==> config.mk <==
export PLATFORM = sky130hd
export DESIGN_NAME = swallow_divider
export DESIGN_NICKNAME = d
export VERILOG_FILES = /design/src/rtl/swallow_divider_pkg.sv /design/src/rtl/swallow_divider_prescaler.sv /design/src/rtl/swallow_divider_fbdiv.sv /design/src/rtl/swallow_divider_refdiv.sv /design/src/rtl/swallow_divider.sv
export SDC_FILE = /design/constraint.sdc
export NUM_CORES = 1
export LEC_CHECK = 0
export ABC_CLOCK_PERIOD_IN_PS = 4350
export BUFFER_PORTS_ARGS = -buffer_cell sky130_fd_sc_hd__buf_2
export CAP_MARGIN = 10
export CORE_ASPECT_RATIO = 1.4
export CORE_UTILIZATION = 50
export DETAILED_ROUTE_END_ITERATION = 6
export PLACE_DENSITY = 0.74
export SYNTH_ARGS = -nofsm -noshare
export SYNTH_HDL_FRONTEND = slang
export SYNTH_SLANG_ARGS = --single-unit
export TNS_END_PERCENT = 10
==> constraint.sdc <==
create_clock -name clk -period 4.35 [get_ports clk]
set_input_delay 0.435 -clock clk [delete_from_list [all_inputs] [get_ports clk]]
set_output_delay 0.435 -clock clk [all_outputs]
set_load 0.05 [all_outputs]
==> src/rtl/swallow_divider_pkg.sv <==
package swallow_divider_pkg;

  // Debug route select encodings
  typedef enum logic [1:0] {
    OBS_FP   = 2'd0,
    OBS_FC   = 2'd1,
    OBS_MSEL = 2'd2,
    OBS_NONE = 2'd3
  } obs_sel_e;

  // A swallow count larger than the number of prescaler cycles in a period cannot be honoured
  function automatic logic swallow_bad(input int unsigned m, input int unsigned a);
    return a > m + 1;
  endfunction

  // Total feedback division for a legal pair
  function automatic int unsigned fb_ratio(input int unsigned base, input int unsigned m,
                                           input int unsigned a);
    return base * (m + 1) + a;
  endfunction

endpackage

==> src/rtl/swallow_divider_prescaler.sv <==
module swallow_divider_prescaler #(
  parameter int unsigned BASE = 10,
  localparam int unsigned CW = $clog2(BASE + 1)
) (
  input  logic clk,
  input  logic rst,
  input  logic wide_mode,   // 1: divide by BASE+1, 0: divide by BASE
  output logic cyc_done     // high on the last clock of each prescaler cycle
);

  logic [CW-1:0] cnt;
  logic [CW-1:0] last;

  always_comb last = wide_mode ? CW'(BASE) : CW'(BASE - 1);

  assign cyc_done = (cnt == last);

  always_ff @(posedge clk) begin
    if (rst)           cnt <= '0;
    else if (cyc_done) cnt <= '0;
    else               cnt <= cnt + 1'b1;
  end

endmodule

==> src/rtl/swallow_divider_fbdiv.sv <==
module swallow_divider_fbdiv #(
  parameter int unsigned M_W = 9,
  parameter int unsigned A_W = 4
) (
  input  logic           clk,
  input  logic           rst,
  input  logic           cyc_done,
  input  logic [M_W-1:0] cfg_m,
  input  logic [A_W-1:0] cfg_a,
  output logic           msel,
  output logic           period_end,
  output logic           fb_pulse
);

  logic [M_W-1:0] m_cnt;    // prescaler cycles completed in this period
  logic [M_W-1:0] m_lim;    // active main count
  logic [A_W-1:0] s_rem;    // wide cycles still owed after the current one
  logic           msel_q;
  logic           fp_q;

  assign period_end = cyc_done && (m_cnt == m_lim);
  assign msel       = msel_q;
  assign fb_pulse   = fp_q;

  always_ff @(posedge clk) begin
    if (rst) begin
      m_cnt  <= '0;
      m_lim  <= '0;
      s_rem  <= '0;
      msel_q <= 1'b1;
      fp_q   <= 1'b0;
    end else begin
      fp_q <= period_end;
      if (period_end) begin
        m_cnt  <= '0;
        m_lim  <= cfg_m;
        msel_q <= (cfg_a != '0);
        s_rem  <= (cfg_a != '0) ? cfg_a - 1'b1 : '0;
      end else if (cyc_done) begin
        m_cnt  <= m_cnt + 1'b1;
        msel_q <= (s_rem != '0);
        if (s_rem != '0) s_rem <= s_rem - 1'b1;
      end
    end
  end

endmodule

==> src/rtl/swallow_divider_refdiv.sv <==
module swallow_divider_refdiv #(
  parameter int unsigned R_W = 6
) (
  input  logic           clk,
  input  logic           rst,
  input  logic           ref_tick,
  input  logic [R_W-1:0] cfg_r,
  output logic           cmp_pulse
);

  logic [R_W-1:0] r_cnt;
  logic [R_W-1:0] r_lim;
  logic           hit;
  logic           fc_q;

  assign hit       = ref_tick && (r_cnt == r_lim);
  assign cmp_pulse = fc_q;

  always_ff @(posedge clk) begin
    if (rst) begin
      r_cnt <= '0;
      r_lim <= '0;
      fc_q  <= 1'b0;
    end else begin
      fc_q <= hit;
      if (hit) begin
        r_cnt <= '0;
        r_lim <= cfg_r;
      end else if (ref_tick) begin
        r_cnt <= r_cnt + 1'b1;
      end
    end
  end

endmodule

==> src/rtl/swallow_divider.sv <==
module swallow_divider
  import swallow_divider_pkg::*;
#(
  parameter int unsigned M_W      = 9,
  parameter int unsigned A_W      = 4,
  parameter int unsigned R_W      = 6,
  parameter int unsigned PRE_BASE = 10
) (
  input  logic           clk,
  input  logic           rst,
  input  logic [M_W-1:0] cfg_m,
  input  logic [A_W-1:0] cfg_a,
  input  logic [R_W-1:0] cfg_r,
  input  logic           ref_tick,
  input  logic [1:0]     dbg_sel,
  output logic           fp,
  output logic           fc,
  output logic           cfg_err,
  output logic           dbg_out
);

  // Named internal events, also watched by the bound checker
  logic pre_done;
  logic msel;
  logic period_end;
  logic bad_load;
  logic err_q;

  swallow_divider_prescaler #(.BASE(PRE_BASE)) i_pre (
    .clk      (clk),
    .rst      (rst),
    .wide_mode(msel),
    .cyc_done (pre_done)
  );

  swallow_divider_fbdiv #(.M_W(M_W), .A_W(A_W)) i_fb (
    .clk       (clk),
    .rst       (rst),
    .cyc_done  (pre_done),
    .cfg_m     (cfg_m),
    .cfg_a     (cfg_a),
    .msel      (msel),
    .period_end(period_end),
    .fb_pulse  (fp)
  );

  swallow_divider_refdiv #(.R_W(R_W)) i_ref (
    .clk      (clk),
    .rst      (rst),
    .ref_tick (ref_tick),
    .cfg_r    (cfg_r),
    .cmp_pulse(fc)
  );

  assign bad_load = period_end && swallow_bad(32'(cfg_m), 32'(cfg_a));

  always_ff @(posedge clk) begin
    if (rst)           err_q <= 1'b0;
    else if (bad_load) err_q <= 1'b1;
  end

  assign cfg_err = err_q;

  always_comb begin
    unique case (obs_sel_e'(dbg_sel))
      OBS_FP:   dbg_out = fp;
      OBS_FC:   dbg_out = fc;
      OBS_MSEL: dbg_out = msel;
      default:  dbg_out = 1'b0;
    endcase
  end

endmodule

* Word level (Yosys, flattened, before mapping)
Index checks and enable logic that the tools add are counted.
Cells by class: multiplexer cells 8, equality and inequality tests 5, add/subtract/negate cells 6, reduce and logical (&&, ||, !) cells 12, $lt $le $gt $ge 1
Operators by type and width (number):
- two-way mux 4 bit | 4
- adder 9 x 1 -> 10 bit, second input constant | 1
- > comparator 4 x 10 -> 1 bit | 1
- adder 9 x 1 -> 9 bit, second input constant | 1
- equality test 9 bit | 1
- nonzero test 4 bit | 2
- subtractor 4 x 1 -> 4 bit, second input constant | 2
- adder 6 x 1 -> 6 bit, second input constant | 1
- equality test 6 bit | 1
- OR reduction 2 bit | 3
- adder 4 x 1 -> 4 bit, second input constant | 1
- equality test 4 bit | 1
- nonzero test 2 bit | 2
- logical AND 1 bit | 3
- one-hot mux 1 bit (3 select lines) | 1
- equality test 2 x 1 -> 1 bit, second input constant | 1
- equality test 2 bit, second input constant | 1
- logical NOT 2 bit | 1
- two-way mux 1 bit | 2
- two-way mux 2 bit | 1
- AND reduction 2 bit | 1
Word-level totals: word-level logic and storage cells 42, output and inout bits 4, bits of input ports 24, flip-flop bits (word level) 42

* Depth between registers and ports, before layout
depth after elaboration 5, depth in mapped cells 7, depth with buffers taken out 7

* Modules after synthesis
A second synthesis with hierarchy kept.
Second synthesis, totals: cells, all modules 248, area, all modules 2252.2 um^2
Modules (own cells, without submodules):
- swallow_divider_fbdiv | times used 1, sequential area each 480.5 um^2, cells each 131, area each 1161.1 um^2
- swallow_divider_refdiv | times used 1, sequential area each 260.2 um^2, cells each 61, area each 623.1 um^2
- swallow_divider | times used 1, sequential area each 20.0 um^2, cells each 37, area each 282.8 um^2
- swallow_divider_prescaler | times used 1, sequential area each 80.1 um^2, cells each 19, area each 185.2 um^2

* Worst setup path after synthesis
Ideal clock, no wire load.
path kind register to output, from register i_fb.fp_q, in the netlist i_fb.fb_pulse, to output port dbg_out, buffers on the path 0, stages on the path, launching flop included 3, arrival 1.841 ns, slack 2.074 ns, cell sequence dfxtp_1 mux2i_1 o21ai_0
On the way: longest elaborated chain between the ends 1
RTL lines:
- start, declared | line swallow_divider_fbdiv.sv:19 | logic fp_q;
- start signal, assigned | line swallow_divider_fbdiv.sv:33 | fp_q <= period_end;
- one-hot mux 1 bit (3 select lines) | line swallow_divider.sv:65 | unique case (obs_sel_e'(dbg_sel))
- end, declared | line swallow_divider.sv:19 | output logic dbg_out
No other way between the ends.

* Worst setup path after layout
from register i_pre.cnt[0], to register i_fb.s_rem[3]
On the way: longest elaborated chain between the ends 4
RTL lines:
- start, declared | line swallow_divider_prescaler.sv:11 | logic [CW-1:0] cnt;
- start signal, assigned | line swallow_divider_prescaler.sv:21 | else cnt <= cnt + 1'b1;
- equality test 4 bit * | line swallow_divider_prescaler.sv:16 | assign cyc_done = (cnt == last);
- logical AND 1 bit | line swallow_divider_fbdiv.sv:21 | assign period_end = cyc_done && (m_cnt == m_lim);
- nonzero test 2 bit (no line)
- AND reduction 2 bit (no line)
- end signal, assigned | line swallow_divider_fbdiv.sv:38 | s_rem <= (cfg_a != '0) ? cfg_a - 1'b1 : '0;
- end signal, assigned | line swallow_divider_fbdiv.sv:42 | if (s_rem != '0) s_rem <= s_rem - 1'b1;
- end, declared | line swallow_divider_fbdiv.sv:17 | logic [A_W-1:0] s_rem;
Every way passes the cells marked *; elsewhere a longest branch is shown, timed or not. A chain may end at the register's enable or synchronous reset.

==> flow_summary.toml <==
[placed_design]
gp_congestion = 0.842
numPortBuffers = 27
dp_hpwl_um = 3200
placed_area_um2 = 2390

[synthesis]
synth_ff_type = "dfxtp_1"
yosys.area_share.adder = 0.0564
synthCells = 244
synth_top_family_by_area = "simple AND/OR/NAND/NOR gates"
syn_nets = 278
synth_edf_count = 0
syn_avg_cell_area_um2 = 9.09
synth_seq_cells = 42
synth-simple-area-share = 0.220
ys.warnings.count = 0
synth_compound_area_frac = 0.128
synth_mux_area_frac = 0.0638
yosysSeqAreaShare = 0.379
yosysUniqueCellTypes = 45
postSynth.asyncResetShare = 0
synth_area_um2 = 2220
synth_xor_area_frac = 0.122

[cts]
postCtsSetupBuffers = 0
clkTransAtPathRegs_ns = 0.07
numCtsBuffers = 5
clockRootBuffer = "clkbuf_8"
cts_num_sinks = 42
ctsResizeCount = 0
clock_latency_ns = 0.29
cts_htree_levels = 2
tritoncts = "yes"
cts_hold_buf = 0
clockBufferDepth = 2

[sta]
drv_slew = 0
rsz0062_at_grt = "false"
finalCritPeriodShare = 0.520
fin_worst_skew_ns = 0.00336
setup_tns_ns = 0
worst_pin_slew_ns = 0.580
fmax_mhz = 442
slew_headroom = 0.613
setup_viol = 0
hold_slack_ns = 0.356
post-route-min-period_ns = 2.26
hold_viol_final = 0

[route]
drt_wl_total_um = 4390
drtPass1Iterations = 4
viasPerCell = 5.51
vias = 1812
drt_iter0_drc = 95
antenna_left = 0
drc_errors = 0
post_drt_wl_per_cell_um = 13.4

[pwr]
ir_drop_v = 0.000330
total_leakage_power_nw = 1.10
total_power_w = 0.000899
powerDensity_nw_per_um2 = 359

[setup_path]
critical_path_required_ns = 4.57
cp_max_fo = 18
crit_path_start_kind = "flop"
endpoint_kind = "flop"
arrival_ns = 2.48
path_class = "reg2reg"

[global_routing]
grt-ovfl-total = 0
grt_max_degree = 34
grt_antenna_before_repair = 0
grt_pass1_vias = 1646
track_usage = 0.204
grt_pass1_wl_um = 7360

[layout]
n_antenna_cell = 0
ff_latch_area_um2 = 841
n_fill_cell = 389
layout_commonest_cell = "dfxtp_1"
area_delta_synth_final_pct = 12.9
drive_gt1_frac = 0.156
layout.nets = 303
multi_input_area_um2 = 1310
design_area_um2 = 2500
layout_common_cells = "42 x dfxtp_1, 27 x buf_2, 26 x nor2_1"

[job]
max_cap_violations = 0

[die]
fp-row-count = 28
fp.dieArea_um2 = 4710
die_w_um = 58.3
core_area_um2 = 4240
num_io_pins = 28
start_util = 0.523
fp.dieH_um = 80.8

[hold_path]
min_path_type = "in2reg"

[outcome]
status = "finished clean"
-- synthesized netlist by cell type, drive strengths merged (2+ instances only) --
| library cell | instances | area share |
|---|---|---|
| nand2b | 2 | 0.0056 |
| nand3 | 11 | 0.025 |
| nor4 | 3 | 0.015 |
| xnor2 | 10 | 0.040 |
| a2111oi | 2 | 0.0079 |
| buf | 3 | 0.0062 |
| dfxtp | 42 | 0.38 |
| xor2 | 21 | 0.083 |
| a211oi | 3 | 0.010 |
| a31oi | 5 | 0.017 |
| nand2 | 14 | 0.024 |
| nand3b | 3 | 0.010 |
| mux2i | 13 | 0.059 |
| and3 | 5 | 0.014 |
| nand4 | 7 | 0.027 |
| a21oi | 10 | 0.028 |
| nor3 | 11 | 0.027 |
| inv | 8 | 0.014 |
| ha | 10 | 0.056 |
| a22o | 6 | 0.024 |
| clkbuf | 6 | 0.010 |
| o21ai | 7 | 0.016 |
| or3b | 2 | 0.0090 |
| nor2 | 26 | 0.044 |
-- power breakdown --
part | switching [W] | internal [W]
logic | 0.0000845 | 0.0000666
clock network | 0.000126 | 0.000184
registers | 0.0000245 | 0.000414
total | 0.000235 | 0.000664
-- logic make-up (layout without fill, tap and decap cells) --
logic type,after synthesis,count (layout)
simple gates,90,90
flops,42,42
compound gates,40,40
xor+xnor,31,31
buf+inv,17,42
mux,14,14
fa+ha+maj,10,10
-- flip-flops by register name (all words and copies together), names as in the netlist --
register and flops:
i_ref.cmp_pulse 1, i_fb.m_lim 9, i_fb.s_rem 4, i_ref.r_lim 6, i_fb.fb_pulse 1, cfg_err 1
i_fb.m_cnt 9, i_fb.msel 1, i_ref.r_cnt 6, i_pre.cnt 4
-- area by class of cell --
| type | count | share of cell area |
|---|---|---|
| clock buffer | 6 | 0.0330 |
| clock inverter | 1 | 0.0120 |
| tap | 60 | 0.0300 |
| inverter | 8 | 0.0120 |
| sequential | 42 | 0.336 |
| multi-input combinational | 185 | 0.523 |
| timing repair buffer | 27 | 0.0540 |
-- stage by stage --
stage	worst slack, ns	instances	util
after floorplan	2.07	244	-
after global placement	2.19	322	0.564
after detailed placement	2.13	322	0.564
after CTS	2.10	329	0.591
after global routing	1.95	329	0.591
final	2.09	329	0.591
-- path summary, 6_finish.rpt --
kind                start        endpoint  cells past startpoint  slack, ns
max          i_pre.cnt[0]   i_fb.s_rem[3]                      5       2.09
min              cfg_r[3]  i_ref.r_lim[3]                      2       0.36
max reg2reg  i_pre.cnt[0]   i_fb.s_rem[3]                      5       2.09
min reg2reg       cfg_err         cfg_err                      2       0.48
-- worst max-delay path, cell delays in order (launching register included) --
cell and delay (ns):
dfxtp_1 0.41, or3b_4 0.43, a21oi_4 0.38, nand4_4 0.36, or3b_1 0.46, a21oi_1 0.14
-- metal layers --
layer / routed length [um] / vias up / GRT usage
met5: 0 / - / 0
met1: 1860 / 856 / 0.232
met4: 71 / 0 / 0.0714
met2: 2360 / 28 / 0.376
li1: - / 920 / -
met3: 104 / 8 / 0.0382
(Power assumes the default switching activity.)
